### src/rtl/flash_regif_pkg.sv
package flash_regif_pkg;

    localparam int DATA_W    = 32;
    localparam int NUM_FLAGS = 6;

    // Register byte offsets
    localparam logic [9:0] OFF_ACCESS = 10'h000;
    localparam logic [9:0] OFF_CKEY   = 10'h004;
    localparam logic [9:0] OFF_OKEY   = 10'h008;
    localparam logic [9:0] OFF_STATUS = 10'h00C;
    localparam logic [9:0] OFF_CTRL   = 10'h010;
    localparam logic [9:0] OFF_OPTION = 10'h014;

    // Key words
    localparam logic [DATA_W-1:0] CTRL_KEY_A = 32'h4567_0123;
    localparam logic [DATA_W-1:0] CTRL_KEY_B = 32'hCDEF_89AB;
    localparam logic [DATA_W-1:0] OPT_KEY_A  = 32'h0819_2A3B;
    localparam logic [DATA_W-1:0] OPT_KEY_B  = 32'h4C5D_6E7F;

    // Field layouts
    localparam logic [DATA_W-1:0] ACCESS_MASK = 32'h0000_0707;
    localparam logic [DATA_W-1:0] CTRL_MASK   = 32'h0101_037F;
    localparam logic [DATA_W-1:0] OPT_MASK    = 32'h0FFF_FFEE;
    localparam logic [DATA_W-1:0] CTRL_RST    = 32'h8000_0000;
    localparam logic [DATA_W-1:0] OPT_RST     = 32'h0FFF_AAED;
    localparam int                CTRL_LOCK_BIT = 31;
    localparam int                OPT_LOCK_BIT  = 0;

    typedef enum logic [1:0] {
        KS_FIRST  = 2'd0,
        KS_SECOND = 2'd1,
        KS_STUCK  = 2'd2
    } key_step_e;

    // Spread compact status flags onto their register bit positions
    function automatic logic [DATA_W-1:0] stat_spread(input logic [NUM_FLAGS-1:0] f);
        logic [DATA_W-1:0] r;
        r      = '0;
        r[0]   = f[0];
        r[1]   = f[1];
        r[7:4] = f[5:2];
        return r;
    endfunction

endpackage

### src/rtl/flash_key_seq.sv
module flash_key_seq
    import flash_regif_pkg::*;
#(
    parameter logic [DATA_W-1:0] KEY_A = 32'h0,
    parameter logic [DATA_W-1:0] KEY_B = 32'h0
) (
    input  logic              clk,
    input  logic              rst_n,
    input  logic              key_we,
    input  logic [DATA_W-1:0] key_wdata,
    input  logic              relock_req,
    output logic              locked
);

    typedef struct packed {
        key_step_e step;
        logic      lock;
    } seq_state_t;

    seq_state_t st_d, st_q;

    always_comb begin
        st_d = st_q;
        if (key_we) begin
            unique case (st_q.step)
                KS_FIRST: begin
                    if (key_wdata == KEY_A) begin
                        st_d.step = KS_SECOND;
                    end else begin
                        st_d.step = KS_STUCK;
                        st_d.lock = 1'b1;
                    end
                end
                KS_SECOND: begin
                    if (key_wdata == KEY_B) begin
                        st_d.step = KS_FIRST;
                        st_d.lock = 1'b0;
                    end else begin
                        st_d.step = KS_STUCK;
                        st_d.lock = 1'b1;
                    end
                end
                default: begin
                    st_d.step = KS_STUCK;
                    st_d.lock = 1'b1;
                end
            endcase
        end else if (relock_req) begin
            st_d.lock = 1'b1;
            if (st_q.step != KS_STUCK) begin
                st_d.step = KS_FIRST;
            end
        end
    end

    always_ff @(posedge clk or negedge rst_n) begin
        if (!rst_n) begin
            st_q <= '{step: KS_FIRST, lock: 1'b1};
        end else begin
            st_q <= st_d;
        end
    end

    assign locked = st_q.lock;

    AST_UNLOCK_NEEDS_KEY_B: assert property (@(posedge clk) disable iff (!rst_n)
        $fell(st_q.lock) |-> $past(key_we && key_wdata == KEY_B && st_q.step == KS_SECOND));
    AST_STUCK_KEEPS_LOCK: assert property (@(posedge clk) disable iff (!rst_n)
        (st_q.step == KS_STUCK) |=> (st_q.lock && st_q.step == KS_STUCK));
    AST_RELOCK_TAKES: assert property (@(posedge clk) disable iff (!rst_n)
        (relock_req && !key_we) |=> st_q.lock);

endmodule

### src/rtl/flash_guarded_reg.sv
module flash_guarded_reg
    import flash_regif_pkg::*;
#(
    parameter logic [DATA_W-1:0] FIELD_MASK = 32'h0,
    parameter logic [DATA_W-1:0] RST_VALUE  = 32'h0,
    parameter int                LOCK_BIT   = 0
) (
    input  logic              clk,
    input  logic              rst_n,
    input  logic              reg_we,
    input  logic [DATA_W-1:0] reg_wdata,
    input  logic              locked,
    output logic [DATA_W-1:0] reg_value
);

    localparam logic [DATA_W-1:0] FIELD_RST = RST_VALUE & FIELD_MASK;

    typedef struct packed {
        logic [DATA_W-1:0] fields;
    } guard_state_t;

    guard_state_t st_d, st_q;

    always_comb begin
        st_d = st_q;
        if (reg_we && !locked && !reg_wdata[LOCK_BIT]) begin
            st_d.fields = reg_wdata & FIELD_MASK;
        end
    end

    always_ff @(posedge clk or negedge rst_n) begin
        if (!rst_n) begin
            st_q <= '{fields: FIELD_RST};
        end else begin
            st_q <= st_d;
        end
    end

    always_comb begin
        reg_value           = st_q.fields;
        reg_value[LOCK_BIT] = locked;
    end

    AST_LOCKED_FIELDS_HOLD: assert property (@(posedge clk) disable iff (!rst_n)
        locked |=> $stable(st_q.fields));

endmodule

### src/rtl/flash_stat.sv
module flash_stat
    import flash_regif_pkg::*;
#(
    parameter int NFLAG = NUM_FLAGS
) (
    input  logic             clk,
    input  logic             rst_n,
    input  logic [NFLAG-1:0] ev_set,
    input  logic             clr_all,
    output logic [NFLAG-1:0] flags
);

    typedef struct packed {
        logic [NFLAG-1:0] flg;
    } stat_state_t;

    stat_state_t st_d, st_q;

    always_comb begin
        st_d = st_q;
        for (int i = 0; i < NFLAG; i++) begin
            st_d.flg[i] = ev_set[i] | (st_q.flg[i] & !clr_all);
        end
    end

    always_ff @(posedge clk or negedge rst_n) begin
        if (!rst_n) begin
            st_q <= '{flg: '0};
        end else begin
            st_q <= st_d;
        end
    end

    assign flags = st_q.flg;

    AST_CLEAR_EMPTIES: assert property (@(posedge clk) disable iff (!rst_n)
        (clr_all && ev_set == '0) |=> (flags == '0));
    AST_SET_WINS: assert property (@(posedge clk) disable iff (!rst_n)
        (ev_set != '0) |=> ((flags & $past(ev_set)) == $past(ev_set)));

endmodule

### src/rtl/flash_regif.sv
module flash_regif
    import flash_regif_pkg::*;
#(
    parameter int ADDR_W = 10
) (
    input  logic              clk,
    input  logic              rst_n,
    input  logic [ADDR_W-1:0] bus_addr,
    input  logic              bus_we,
    input  logic [31:0]       bus_wdata,
    input  logic              bus_re,
    output logic [31:0]       bus_rdata,
    input  logic [5:0]        evt_flag,
    output logic [2:0]        wait_states,
    output logic              prefetch_en,
    output logic              icache_en,
    output logic              dcache_en,
    output logic              ctrl_locked,
    output logic              opt_locked
);

    localparam logic [ADDR_W-1:0] A_ACCESS = ADDR_W'(OFF_ACCESS);
    localparam logic [ADDR_W-1:0] A_CKEY   = ADDR_W'(OFF_CKEY);
    localparam logic [ADDR_W-1:0] A_OKEY   = ADDR_W'(OFF_OKEY);
    localparam logic [ADDR_W-1:0] A_STATUS = ADDR_W'(OFF_STATUS);
    localparam logic [ADDR_W-1:0] A_CTRL   = ADDR_W'(OFF_CTRL);
    localparam logic [ADDR_W-1:0] A_OPTION = ADDR_W'(OFF_OPTION);

    // Address decode
    logic sel_access, sel_ckey, sel_okey, sel_status, sel_ctrl, sel_option, sel_none;
    always_comb begin
        sel_access = (bus_addr == A_ACCESS);
        sel_ckey   = (bus_addr == A_CKEY);
        sel_okey   = (bus_addr == A_OKEY);
        sel_status = (bus_addr == A_STATUS);
        sel_ctrl   = (bus_addr == A_CTRL);
        sel_option = (bus_addr == A_OPTION);
        sel_none   = !(sel_access | sel_ckey | sel_okey | sel_status | sel_ctrl | sel_option);
    end

    // Guarded registers and their key sequences
    logic              ctrl_lock_w, opt_lock_w;
    logic [DATA_W-1:0] ctrl_value, opt_value;
    logic [NUM_FLAGS-1:0] stat_flags;

    flash_key_seq #(.KEY_A(CTRL_KEY_A), .KEY_B(CTRL_KEY_B)) u_ctrl_keys (
        .clk        (clk),
        .rst_n      (rst_n),
        .key_we     (bus_we && sel_ckey),
        .key_wdata  (bus_wdata),
        .relock_req (bus_we && sel_ctrl && bus_wdata[CTRL_LOCK_BIT]),
        .locked     (ctrl_lock_w)
    );

    flash_key_seq #(.KEY_A(OPT_KEY_A), .KEY_B(OPT_KEY_B)) u_opt_keys (
        .clk        (clk),
        .rst_n      (rst_n),
        .key_we     (bus_we && sel_okey),
        .key_wdata  (bus_wdata),
        .relock_req (bus_we && sel_option && bus_wdata[OPT_LOCK_BIT]),
        .locked     (opt_lock_w)
    );

    flash_guarded_reg #(.FIELD_MASK(CTRL_MASK), .RST_VALUE(CTRL_RST), .LOCK_BIT(CTRL_LOCK_BIT)) u_ctrl_reg (
        .clk       (clk),
        .rst_n     (rst_n),
        .reg_we    (bus_we && sel_ctrl),
        .reg_wdata (bus_wdata),
        .locked    (ctrl_lock_w),
        .reg_value (ctrl_value)
    );

    flash_guarded_reg #(.FIELD_MASK(OPT_MASK), .RST_VALUE(OPT_RST), .LOCK_BIT(OPT_LOCK_BIT)) u_opt_reg (
        .clk       (clk),
        .rst_n     (rst_n),
        .reg_we    (bus_we && sel_option),
        .reg_wdata (bus_wdata),
        .locked    (opt_lock_w),
        .reg_value (opt_value)
    );

    flash_stat #(.NFLAG(NUM_FLAGS)) u_stat (
        .clk     (clk),
        .rst_n   (rst_n),
        .ev_set  (evt_flag),
        .clr_all (bus_we && sel_status),
        .flags   (stat_flags)
    );

    // Access register and read data
    typedef struct packed {
        logic [DATA_W-1:0] access;
        logic [DATA_W-1:0] rdata;
    } top_state_t;

    top_state_t st_d, st_q;

    always_comb begin
        st_d       = st_q;
        st_d.rdata = '0;
        if (bus_we && sel_access) begin
            st_d.access = bus_wdata & ACCESS_MASK;
        end
        if (bus_re) begin
            unique case (1'b1)
                sel_access: st_d.rdata = st_q.access;
                sel_status: st_d.rdata = stat_spread(stat_flags);
                sel_ctrl:   st_d.rdata = ctrl_value;
                sel_option: st_d.rdata = opt_value;
                default:    st_d.rdata = '0;
            endcase
        end
    end

    always_ff @(posedge clk or negedge rst_n) begin
        if (!rst_n) begin
            st_q <= '{access: '0, rdata: '0};
        end else begin
            st_q <= st_d;
        end
    end

    assign bus_rdata   = st_q.rdata;
    assign wait_states = st_q.access[2:0];
    assign prefetch_en = st_q.access[8];
    assign icache_en   = st_q.access[9];
    assign dcache_en   = st_q.access[10];
    assign ctrl_locked = ctrl_lock_w;
    assign opt_locked  = opt_lock_w;

    AST_IDLE_READ_ZERO: assert property (@(posedge clk) disable iff (!rst_n)
        !bus_re |=> (bus_rdata == '0));
    AST_KEY_UNMAPPED_ZERO: assert property (@(posedge clk) disable iff (!rst_n)
        (bus_re && (sel_none || sel_ckey || sel_okey)) |=> (bus_rdata == '0));
    AST_ACCESS_RESERVED_ZERO: assert property (@(posedge clk) disable iff (!rst_n)
        (bus_re && sel_access) |=> ((bus_rdata & ~ACCESS_MASK) == '0));

endmodule

### config.mk
export PLATFORM = sky130hd
export DESIGN_NAME = flash_regif
export DESIGN_NICKNAME = d
export VERILOG_FILES = /design/src/rtl/flash_regif_pkg.sv /design/src/rtl/flash_key_seq.sv /design/src/rtl/flash_guarded_reg.sv /design/src/rtl/flash_stat.sv /design/src/rtl/flash_regif.sv
export SDC_FILE = /design/constraint.sdc
export NUM_CORES = 1
export LEC_CHECK = 0
export ABC_AREA = 0
export ABC_CLOCK_PERIOD_IN_PS = 1400
export BUFFER_PORTS_ARGS = -buffer_cell sky130_fd_sc_hd__buf_2
export CAP_MARGIN = 20
export CELL_PAD_IN_SITES_DETAIL_PLACEMENT = 1
export CELL_PAD_IN_SITES_GLOBAL_PLACEMENT = 2
export CORE_ASPECT_RATIO = 1.25
export CORE_MARGIN = 10
export CORE_UTILIZATION = 31
export DETAILED_ROUTE_END_ITERATION = 7
export GPL_TIMING_DRIVEN = 0
export PLACE_DENSITY = 0.8
export SKIP_CTS_REPAIR_TIMING = 1
export SYNTH_ARGS = -nofsm -noshare
export SYNTH_HDL_FRONTEND = slang
export SYNTH_SLANG_ARGS = --single-unit
### constraint.sdc
create_clock -name clk -period 1.4 [get_ports clk]
set_input_delay 0.07 -clock clk [delete_from_list [all_inputs] [get_ports clk]]
set_output_delay 0.07 -clock clk [all_outputs]
set_load 0.02 [all_outputs]
==> results of run 1 <==
## per-layer routing
| layer | vias up | track usage, % | share of wire [%] |
|---|---|---|---|
| li1 | 1297 | - | - |
| met1 | 1457 | 15.61 | 41 |
| met2 | 75 | 21.98 | 52 |
| met3 | 10 | 4.034 | 5.0 |
| met4 | 0 | 4.759 | 1.8 |
| met5 | - | 0 | 0 |
## power groups by stage
stage                     combinational, uW  clock, uW  sequential (uW)
after CTS                               293       2340             2460
after global placement                  270          0             2500
after global routing                    377       2460             2460
after detailed placement                291          0             2510
final                                   342       2300             2470
after floorplan                        82.0          0             2510
## Yosys cell counts (2+ instances only)
master | number | share of area (%)
mux2_4 | 10 | 4.1
o31ai_1 | 2 | 0.41
nand3_1 | 6 | 0.82
nor2b_1 | 4 | 0.69
dfstp_2 | 23 | 17
a22oi_1 | 11 | 2.3
nor4_1 | 2 | 0.34
nor3_1 | 9 | 1.2
nand4_1 | 6 | 1.0
and3_1 | 18 | 3.1
nor2_1 | 19 | 2.0
nand4b_1 | 3 | 0.72
mux2_2 | 37 | 11
a21oi_1 | 3 | 0.41
dfrtp_1 | 61 | 42
nand2_1 | 9 | 0.93
o21ai_0 | 4 | 0.55
clkbuf_1 | 6 | 0.62
a211oi_1 | 2 | 0.41
a21o_1 | 7 | 1.4
inv_1 | 2 | 0.21
nor4bb_1 | 2 | 0.55
or4_1 | 5 | 1.0
buf_2 | 3 | 0.41
buf_4 | 4 | 0.82
a2bb2oi_1 | 2 | 0.48
## flip-flops by register name (all words and copies together), names as in the netlist
register,cells
icache_en,1
dcache_en,1
wait_states,3
u_stat.flags,6
bus_rdata,29
u_ctrl_keys.st_q,2
u_ctrl_keys.locked,1
u_opt_keys.locked,1
u_opt_keys.st_q,2
u_opt_reg.st_q,26
u_ctrl_reg.st_q,11
prefetch_en,1
## worst max-delay path: cells and delay by family (launching register included)
family	cells	cell delay, ns
and+or+nand+nor	4	1.07
DFF	1	0.39
AOI/OAI and AO/OA	1	0.14
## metrics by stage
| step | cell area [um^2] | cells |
|---|---|---|
| floorplan | 3679 | 284 |
| global placement | 4282 | 508 |
| detailed placement | 4312 | 509 |
| CTS | 4601 | 525 |
| global route | 5086 | 557 |
| finish | 5086 | 557 |
## area by class of cell
type	instances	area (um^2)
Fill cell	1258	6475
Sequential cell	84	2131
Multi-Input combinational cell	184	1553
Timing Repair Buffer	118	789.5
Clock buffer	11	252.7
Tap cell	138	172.7
Buffer	15	143.9
Clock inverter	5	36.28
Inverter	2	7.507
## kinds of logic after synthesis
logic type | synth area share, %
AO/OA/AOI/OAI | 7.113
buffers and inverters | 2.508
flip-flops | 58.52
multiplexers | 15.57
other | 0.1030
AND/OR/NAND/NOR | 16.19
## worst paths after layout
kind,start,endpoint,slack (ns)
min in group asynchronous,rst_n,bus_rdata[27],0.20
max reg2reg,u_opt_keys.st_q[1],u_opt_keys.st_q[1],-0.27
min reg2reg,u_stat.flags[0],u_stat.flags[0],0.48
max in group asynchronous,rst_n,u_opt_reg.st_q[6],0.53
max,u_opt_keys.st_q[1],u_opt_keys.st_q[1],-0.27
min,bus_wdata[13],u_opt_reg.st_q[13],-0.006
==> metrics.md, run 1 <==
| Metric | Value |
|---|---|
| Syn avg cell area | `12.91 um^2` |
| GRT overflow | `0` |
| CTS buffer count | `9` |
| Drt wl/cell | `20.92 um` |
| Area of the die | `16510 um^2` |
| ANT cells | `0` |
| Post-synthesis cell count | `282` |
| Setup_tns | `-1.704 ns` |
| R2R depth | `5` |
| Initial DRC count | `123` |
| Leakage Power | `0.002496 uW` |
| Total GRT Usage | `13.23%` |
| P_sw | `1203 uW` |
| Failing checks | `hold timing, setup timing` |
| Critical path startpoint category | `flop` |
| Clk network pwr share | `45.0%` |
| Status | `finished, violations left` |
| Initial Utilization | `31.49%` |
| First-pass GRT wire length | `16620 um` |
| Die Ht | `141.2 um` |
| Maximum clock path buffer count | `2` |
| Hold crit path type | `input port to flop` |
| Sw Share | `23.58%` |
| Post-Route WL | `11650 um` |
| Root Driver | `clkbuf_16` |
| Worst Skew | `0.006280 ns` |
| Worst Hold Path Cells | `2` |
| PortBufs | `86` |
| Sequence of cells on the critical path | `or4_4, nor3_2, nand3_1, or3_1, a21boi_1` |
| Core area | `11560 um^2` |
| Share of layout cells above drive strength 1 | `54.42%` |
| Place WS | `-0.5475 ns` |
| Slowest-stage cell, CP | `or4_4` |
| Most frequent cells in the layout | `buf_2 (83), dfrtp_1 (61), mux2_2 (32)` |
| Seq cells post-synth | `84` |
| Largest net degree at the start of global routing | `55` |
| Insertion delay of the later-clocked pin in the worst-skew pair | `0.35 ns` |
| Power Dens Cells | `1003 nW/um^2` |
| TritonCTS clock tree | `built` |
| Ys Warns | `0` |
| Ys async rst share | `100.0%` |
| Nets@finish | `466` |
| Clock transition at path regs | `0.06 ns` |
| Vias | `2839` |
| Final Setup Violations | `16` |
| Die width | `116.9 um` |
| Comb power frac | `6.7%` |
| Netlist cell types | `48` |
| DP HPWL | `8221 um` |
| Total Power Consumption | `5104 uW` |
| Synthesized area | `3641 um^2` |
| Final core occ | `43.99%` |
| Layout area overhead | `39.69%` |
| VDD IR max | `0.0004349 V` |
| Part of the power in registers | `48.3%` |
| Worst path required time | `1.68 ns` |
| Tcrit/Tclk final | `119.5%` |
| Period minus WS final | `1.674 ns` |
| Row count | `44` |
| Number of remaining DRC errors | `0` |
| Slowest Stage Delay on Critical Path | `0.42 ns` |
| Clock Sinks | `84` |
| H-tree levels | `3` |
| Max Transition Viols Final | `0` |
| CP Max Fanout | `3` |
| Initial antenna violation count | `0` |
| Most used flip-flop cell after synthesis | `dfrtp_1` |
| EDFF count, synth | `0` |
| Internal Power | `3900 uW` |
| Register area share after synthesis | `58.52%` |
| Ports | `92` |
| Commonest non-fill, non-tap cell in the layout | `buf_2` |
| RSZ-0062 raised after global routing | `true` |
| TritonRoute pass-1 iters | `4` |
| Final Hold Fails | `5` |
| Worst hold slack | `-0.005521 ns` |
| GPL Wtd Cong | `0.7850` |
| CP Capture Type | `flop` |
| Achievable frequency | `597.5 MHz` |
| Kind of critical path | `flop to flop` |
| Maxcap violations | `0` |
| ANT nets after route | `0` |
| Vias in the first global route | `3021` |
| Worst EP arrival | `1.95 ns` |
| Final setup margin | `-0.2735 ns` |
| Vias per inst | `5.097` |
(Power assumes the default switching activity.)
==> run 2, diff against run 1 <==
CORE_MARGIN = 2   (was 10)
==> metrics.md, run 2 (synthesized netlist as in run 1, its figures left out) <==
| Metric | Value |
|---|---|
| Leakage Power | `0.002427 uW` |
| Total GRT Usage | `16.83%` |
| Root Driver | `clkbuf_16` |
| Core area | `11560 um^2` |
| Power Dens Cells | `1013 nW/um^2` |
| CTS buffer count | `9` |
| Final std cells w/o fill | `550` |
| Max Transition Viols Final | `0` |
| Failing checks | `hold timing, setup timing` |
| Drt wl/cell | `19.94 um` |
| Hold crit path type | `input port to flop` |
| Setup_tns | `-1.784 ns` |
| Die width | `100.9 um` |
| Maximum clock path buffer count | `2` |
| Layout area overhead | `36.43%` |
| Critical path startpoint category | `flop` |
| Worst Hold Path Cells | `2` |
| Slew of the pin with the lowest slew margin | `0.5066 ns` |
| Area of the die | `12630 um^2` |
| Tcrit/Tclk final | `120.0%` |
| Vias per inst | `5.207` |
| Placed Area | `4312 um^2` |
| Max reg flops | `29` |
| Kind of critical path | `flop to flop` |
| Insertion delay of the later-clocked pin in the worst-skew pair | `0.34 ns` |
| Number of remaining DRC errors | `0` |
| First-pass GRT wire length | `16040 um` |
| Finished Cell Area | `4967 um^2` |
| PortBufs | `86` |
| Ports | `92` |
| ANT cells | `0` |
| Final Setup Violations | `18` |
| Largest net degree at the start of global routing | `51` |
| Share of layout cells above drive strength 1 | `54.37%` |
| Vias in the first global route | `2994` |
| Initial DRC count | `71` |
| Sequence of cells on the critical path | `or4_4, nor3_2, nand3_1, buf_4, a211oi_2, a21oi_1` |
| Final core occ | `42.97%` |
| Nets@finish | `459` |
| R2R depth | `6` |
| Worst Skew | `0.01097 ns` |
| CP Max Fanout | `4` |
| Achievable frequency | `595.1 MHz` |
| Post-Place Cells | `509` |
| Post-Route WL | `10970 um` |
| TritonRoute pass-1 iters | `4` |
| FF-to-FF End | `u_opt_keys.st_q[2]` |
| GRT overflow | `0` |
| VDD IR max | `0.0005837 V` |
| Slowest-stage cell, CP | `or4_4` |
| Reg2reg start | `u_opt_keys.st_q[1]` |
| Initial antenna violation count | `0` |
| CP Capture Type | `flop` |
| Worst reg-to-reg setup slack | `-0.28 ns` |
| Worst hold slack | `-0.009180 ns` |
| Initial Utilization | `31.49%` |
| ANT nets after route | `0` |
| Maxcap violations | `0` |
| Status | `finished, violations left` |
| Period minus WS final | `1.680 ns` |
| H-tree levels | `3` |
| Hold Path Origin | `bus_wdata[13]` |
| TritonCTS clock tree | `built` |
| Final setup margin | `-0.2803 ns` |
| Vias | `2864` |
| Clock Sinks | `84` |
| Slew HR | `66.23%` |
| Clock transition at path regs | `0.07 ns` |
| DP HPWL | `7535 um` |
| Worst path required time | `1.62 ns` |
| Commonest non-fill, non-tap cell in the layout | `buf_2` |
| RSZ-0062 raised after global routing | `true` |
| Hold endpoint | `u_opt_reg.st_q[13]` |
| Worst EP arrival | `1.90 ns` |
| Die Ht | `125.2 um` |
| Row count | `44` |
| GPL Wtd Cong | `0.7830` |
| Most frequent cells in the layout | `buf_2 (83), dfrtp_1 (61), mux2_2 (37)` |
| Final Hold Fails | `1` |
| Slowest Stage Delay on Critical Path | `0.42 ns` |
run 2: cell types whose count changed in the layout (fill, tap and decap cells not counted), moves of 2 or more:
cell / before / now
inv_6: 0 / 2
clkinvlp_4: 0 / 2
buf_4: 20 / 18
mux2_4: 15 / 10
mux2_2: 32 / 37
clkinv_4: 3 / 1
dlygate4sd3_1: 11 / 8
clkbuf_8: 3 / 1
run 2: final cells by class:
cell class / count / area (um^2)
multi-input combinational: 183 / 1516
sequential: 84 / 2131
inverter: 2 / 7.507
clock inverter: 7 / 51.30
timing repair buffer: 112 / 719.4
buffer: 15 / 143.9
clock buffer: 9 / 225.2
tap: 138 / 172.7
fill: 1254 / 6594
run 2: worst max path at each step:
stage	startpoint	endpoint	slack (ns)
6_report	u_opt_keys.st_q[1]	u_opt_keys.st_q[2]	-0.28
3_5_place_dp	bus_addr[8]	u_ctrl_reg.st_q[8]	-0.56
3_3_place_gp	bus_addr[8]	u_ctrl_reg.st_q[9]	-0.54
5_1_grt	u_opt_keys.st_q[1]	u_opt_keys.st_q[2]	-0.36
4_1_cts	u_opt_keys.st_q[1]	u_opt_keys.st_q[1]	-0.32
2_1_floorplan	bus_addr[8]	u_ctrl_reg.st_q[16]	-0.22
run 2: per-layer routing:
metal  up-vias  share of wire, %  track usage [%]
met2        90                53            28.35
met5         -                 0                0
met1      1465                41            20.91
met4         0               2.5            6.041
li1       1287                 -                -
met3        22               3.6            3.969
run 2: worst max-delay path: cells and delay by family, from the launching register on:
kind	cells	cell delay (ns)
AOI/OAI and AO/OA	2	0.29
buffers and inverters	1	0.19
DFF	1	0.41
and+or+nand+nor	3	0.67
run 2: per-stage QoR:
| stage | total power (uW) | setup WS, ns |
|---|---|---|
| floorplan | 2591 | -0.2183 |
| global placement | 2778 | -0.5365 |
| detailed placement | 2798 | -0.5606 |
| CTS | 5041 | -0.3200 |
| global route | 5216 | -0.3603 |
| finish | 5034 | -0.2803 |
run 2: where the power goes:
part	switching, uW	internal [uW]	total, uW
logic	196	140	336
clock network	1020	1210	2230
registers	13.0	2450	2460
